--- src/rtl/pair_serializer.sv ---
module pair_serializer #(
  parameter int SAMPLE_W = 14,
  parameter int NUM_CH   = 256,
  localparam int CH_W    = $clog2(NUM_CH)
) (
  input  logic                clk,
  input  logic                rst_n,
  input  logic                frame_start,
  output logic [CH_W-1:0]     rd_addr,
  input  logic [SAMPLE_W-1:0] rd_data,
  output logic                ser_out,
  output logic                word_mark
);
  localparam int DATA_W = 2 * SAMPLE_W;
  localparam int WORD_W = DATA_W + 4;
  localparam int BIT_W  = $clog2(WORD_W);
  localparam int WORDS  = NUM_CH / 2;
  localparam int WI_W   = $clog2(WORDS);
  localparam int CNT_W  = $clog2(DATA_W + 1);
  localparam int DISP_W = $clog2(WORD_W) + 3;

  typedef enum logic [2:0] {S_IDLE, S_LO, S_HI, S_LOAD, S_SEND} state_t;

  state_t                     state;
  logic [BIT_W-1:0]           bit_idx;
  logic [WI_W-1:0]            word_idx;
  logic [SAMPLE_W-1:0]        lo_q, hi_q;
  logic [WORD_W-1:0]          sh;
  logic signed [DISP_W-1:0]   disp;

  function automatic logic [CNT_W-1:0] count_ones(input logic [DATA_W-1:0] v);
    logic [CNT_W-1:0] c;
    c = '0;
    for (int i = 0; i < DATA_W; i++) c = c + CNT_W'(v[i]);
    return c;
  endfunction

  logic [DATA_W-1:0]        pair;
  logic [CNT_W-1:0]         ones;
  logic signed [DISP_W-1:0] dd;
  logic                     inv;
  logic [WORD_W-1:0]        enc_word;
  logic signed [DISP_W-1:0] disp_next;
  int                       word_ones;

  assign pair     = {hi_q, lo_q};
  assign ones     = count_ones(pair);
  assign dd       = DISP_W'(2 * int'(ones) - DATA_W);
  assign inv      = (dd > 0 && disp > 0) || (dd < 0 && disp < 0);
  assign enc_word = {inv, 3'b101, inv ? ~pair : pair};
  assign word_ones = inv ? (DATA_W - int'(ones) + 3) : (int'(ones) + 2);
  assign disp_next = DISP_W'(int'(disp) + 2 * word_ones - WORD_W);

  logic last_bit, last_word, frame_end, accept;
  assign last_bit  = (state == S_SEND) && (bit_idx == BIT_W'(WORD_W - 1));
  assign last_word = (word_idx == WI_W'(WORDS - 1));
  assign frame_end = last_bit && last_word;
  assign accept    = frame_start && ((state == S_IDLE) || frame_end);

  always_comb begin
    case (state)
      S_HI:    rd_addr = CH_W'(1);
      S_SEND:  rd_addr = CH_W'({word_idx + 1'b1, bit_idx == BIT_W'(1)});
      default: rd_addr = '0;
    endcase
  end

  assign ser_out   = sh[WORD_W-1];
  assign word_mark = (state == S_SEND) && (bit_idx == '0);

  always_ff @(posedge clk) begin
    if (!rst_n) begin
      state    <= S_IDLE;
      bit_idx  <= '0;
      word_idx <= '0;
      lo_q     <= '0;
      hi_q     <= '0;
      sh       <= '0;
      disp     <= '0;
    end else begin
      case (state)
        S_IDLE: if (accept) state <= S_LO;
        S_LO: begin
          lo_q  <= rd_data;
          state <= S_HI;
        end
        S_HI: begin
          hi_q  <= rd_data;
          state <= S_LOAD;
        end
        S_LOAD: begin
          sh       <= enc_word;
          disp     <= disp_next;
          bit_idx  <= '0;
          word_idx <= '0;
          state    <= S_SEND;
        end
        default: begin
          if (bit_idx == '0) lo_q <= rd_data;
          if (bit_idx == BIT_W'(1)) hi_q <= rd_data;
          if (last_bit) begin
            bit_idx <= '0;
            if (last_word) begin
              sh    <= '0;
              state <= accept ? S_LO : S_IDLE;
            end else begin
              sh       <= enc_word;
              disp     <= disp_next;
              word_idx <= word_idx + 1'b1;
            end
          end else begin
            sh      <= sh << 1;
            bit_idx <= bit_idx + 1'b1;
          end
        end
      endcase
    end
  end

  assert_frame_hi1_R2: assert property (@(posedge clk) disable iff (!rst_n)
    word_mark |=> ser_out);
  assert_frame_lo_R2: assert property (@(posedge clk) disable iff (!rst_n)
    $past(word_mark, 2) |-> !ser_out);
  assert_frame_hi2_R2: assert property (@(posedge clk) disable iff (!rst_n)
    $past(word_mark, 3) |-> ser_out);
  assert_disp_bound_R4: assert property (@(posedge clk) disable iff (!rst_n)
    (int'(disp) <= WORD_W) && (int'(disp) >= -WORD_W));
  assert_mark_single_R6: assert property (@(posedge clk) disable iff (!rst_n)
    word_mark |=> !word_mark);
  assert_strobe_dropped_R8: assert property (@(posedge clk) disable iff (!rst_n)
    (state == S_SEND && !frame_end && frame_start) |=> (state == S_SEND));
  assert_back_to_back_R9: assert property (@(posedge clk) disable iff (!rst_n)
    (frame_end && frame_start) |=> (state == S_LO));
  assert_idle_quiet_R10: assert property (@(posedge clk) disable iff (!rst_n)
    (state == S_IDLE) |-> (!ser_out && !word_mark));
endmodule

--- config.mk ---
export PLATFORM = sky130hd
export DESIGN_NAME = pair_serializer
export DESIGN_NICKNAME = d
export VERILOG_FILES = /design/src/rtl/pair_serializer.sv
export SDC_FILE = /design/constraint.sdc
export NUM_CORES = 1
export LEC_CHECK = 0
export ABC_AREA = 1
export BUFFER_PORTS_ARGS = -buffer_cell sky130_fd_sc_hd__buf_2
export CORE_MARGIN = 2
export CORE_UTILIZATION = 46
export CTS_CLUSTER_DIAMETER = 100
export DETAILED_ROUTE_END_ITERATION = 8
export GPL_ROUTABILITY_DRIVEN = 0
export PLACE_DENSITY = 0.63
export SYNTH_ARGS = -nofsm -noshare
export SYNTH_HDL_FRONTEND = slang
export SYNTH_SLANG_ARGS = --single-unit
--- constraint.sdc ---
create_clock -name clk -period 17.7 [get_ports clk]
set_clock_uncertainty 0.15 [all_clocks]
set_input_delay 2.655 -clock clk [delete_from_list [all_inputs] [get_ports clk]]
set_output_delay 2.655 -clock clk [all_outputs]
set_load 0.03 [all_outputs]
==> impl_results.md <==
- Final wirelength: about 12000 µm
- Setup violators final: 0
- Vias/cell: approximately 5.4
- Placed Instances: just under 800
- Area fraction of the dominant cell type after synthesis: 31.8%
- Syn_nets: 717
- Drt first pass iters: 4
- IO Port Bufs: 26
- Synth area leaders: dfxtp_1 32%, fa_1 8.2%, ha_1 7.0%, a21oi_1 7.0%, inv_1 5.6%
- Crit. End Element: register
- Layout Area Growth over Synthesis: 7.23%
- Post-synth cell types: 37
- Setup bufs post-CTS: 0
- CP max stage delay: about 540 ps
- Worst Path Required: roughly 18000 ps
- Maxcap violations: 0
- GRT overflow: 0
- Die span in y: 110 µm
- DR DRC count: 0
- Max Fclk: between 100 and 150 MHz
- Slew margin rel.: 27.1%
- Hold crit path type: register to register
- Die area: 0.0121 mm²
- Clk buf depth: 2
- R2R Setup Slk: approximately 9400 ps
- Synth area leader: dfxtp_1
- Die Span X: 110 µm
- Core ar.: approximately 0.011 mm²
- Min Tclk post-route: roughly 8300 ps
- Critical-path maximum fanout: 37
- Fin cells: 801
- Final period util: between 40% and 50%
- Placement Rows: 38
- CTS tree: yes
- IO Count: 27
- Initial Util: between 40% and 50%
- # diodes: 0
- Initial DRC Count: 218
- Setup TNS: 0 ps
- H-tree depth: 3
- TritonCTS buffer count: 9
- Slowest CP cell: fa_1
- Outcome: finished clean
- Mean Syn Cell Area: 7.93 µm²
- Worst Tran Pin Value: ~1100 ps
- CP arrival: about 8500 ps
- Clock root cell: clkbuf_8
- Final #Nets: about 720
- Ys Warns: 0
- DP HPWL: around 8700 µm
- Clk pin slew, worst setup/hold paths: ~80 ps
- Clk Latency, worst-skew pair: 370 ps
- Post-CTS sizing: 0
- Register area share after synthesis: between 30% and 40%
- Final hold vios: 0
- Antenna-violating nets left: 0
- Initial antenna violation count: 0
- Syn Inst Count: 650
- Clk sinks: 82
- RSZ-0062 raised after global routing: no
- Cts hold-fix bufs: 0
- Global-route wire length before repair: 19800 µm
- Share of cells above drive strength 1: 13.8%
- Most used cell, CP: fa_1
- Crit start category: register
- Vias: 4345
- Critical path start-end classification: register to register
- Gr usage total: between 20% and 30%
- Vias in the first global route: between 4000 and 5000
- #FFs+latches synth: 82
- Largest net degree at the start of global routing: 52
- Wire per inst: 14.7 µm
- Slew Limit Fails: 0
- Mapped cell area: between 0.005 and 0.006 mm²
[cells in the mapped netlist]
| library cell | count |
|---|---|
| nor3_2 | 2 |
| o2111ai_1 | 1 |
| nor2_4 | 1 |
| or2_0 | 1 |
| a21oi_2 | 7 |
| buf_8 | 2 |
| inv_2 | 4 |
| buf_4 | 7 |
| a21oi_1 | 72 |
| inv_1 | 77 |
| xor2_1 | 9 |
| a31o_2 | 2 |
| nand2_1 | 77 |
| nor2_1 | 36 |
| a31oi_1 | 11 |
| nand4_1 | 5 |
| ha_1 | 29 |
| xnor2_1 | 6 |
| fa_1 | 21 |
| buf_6 | 1 |
| o21ai_1 | 2 |
| or2_2 | 1 |
| nand3_2 | 23 |
| o211ai_1 | 2 |
| nand3_1 | 54 |
| a211oi_1 | 2 |
| nand2_2 | 3 |
| clkbuf_1 | 20 |
| a2111oi_1 | 4 |
| a2111oi_2 | 2 |
| clkinv_1 | 2 |
| nand2_4 | 3 |
| dfxtp_1 | 82 |
| nor3_1 | 2 |
| o21ai_0 | 55 |
| buf_2 | 4 |
| a22oi_1 | 18 |
[worst max-delay path, delay by kind of cell (launching register included)]
kind	cells	cell delay [ps]
compound gates	3	470
xor+xnor	2	600
fa+ha+maj	11	4540
buf+inv	6	530
flops	1	330
simple gates	12	1630
[layout by cell type (no fill, tap or decap)]
cell	count
o21ai_0	55
inv_2	4
a2111oi_2	2
nor2_1	36
clkinvlp_4	1
a21oi_2	7
a21oi_1	72
buf_4	3
nand2_4	3
a31o_2	2
buf_2	26
bufinv_16	3
fa_1	21
or2_2	1
nor3_1	2
a22oi_1	18
clkbuf_1	2
nand2_1	77
dfxtp_1	82
nor2_4	1
a211oi_1	2
nand2_2	3
ha_1	29
clkinv_1	2
clkinv_2	1
clkbuf_8	9
o211ai_1	2
or2_0	1
a31oi_1	11
nand4_1	5
o2111ai_1	1
nor3_2	2
nand3_1	54
a2111oi_1	4
o21ai_1	2
xor2_1	9
xnor2_1	6
nand3_2	23
inv_1	77
[cell type report]
type / instances / area [µm²]
Multi-Input combinational cell: 451 / 3010
Tap cell: 140 / 175
Clock buffer: 11 / 131
Fill cell: 1040 / 5360
Timing Repair Buffer: 29 / 153
Sequential cell: 82 / 1640
Inverter: 83 / 312
Clock inverter: 5 / 103
[cell families (layout without fill, tap and decap cells)]
family,Yosys count,after routing,share of synthesized area (%)
buffers and inverters,117,128,9.71
and+or+nand+nor,208,208,20.6
DFF,82,82,31.8
adders and majority gates,50,50,15.2
xor gates and xnor gates,15,15,2.55
AOI/OAI and AO/OA,178,178,20.1
[stage by stage]
step	cell area, µm²	hold WS, ps	setup WS, ps	utilization [%]
2_1_floorplan	5160	291	10640	-
5_1_grt	5530	360	8840	50.8
3_5_place_dp	5300	313	9410	48.6
4_1_cts	5530	325	9390	50.8
3_3_place_gp	5300	302	9640	48.6
6_report	5530	323	9360	50.8
[metal layers]
metal | part of all wire [%] | wire, µm | GRT usage (%)
met5 | 0 | 0 | 0
met4 | 0.72 | 85 | 4.61
met3 | 4.1 | 487 | 4.56
met2 | 44 | 5190 | 32.0
met1 | 51 | 6040 | 30.7
[sequential cells by signal, summed over array words and instances, names as in the netlist]
name      count
sh           32
hi_q         14
lo_q         14
disp          7
word_idx      7
bit_idx       5
state         3
[path summary, 6_finish.rpt]
path,from,end,cells past startpoint
setup / recovery,lo_q[0],disp[7],34
setup reg to reg,lo_q[0],disp[7],34
hold reg to reg,sh[0],sh[0],2
hold / removal,sh[0],sh[0],2
Power is not shown: default switching activity piles up to over one toggle a cycle in this logic, so the estimate is an artifact.
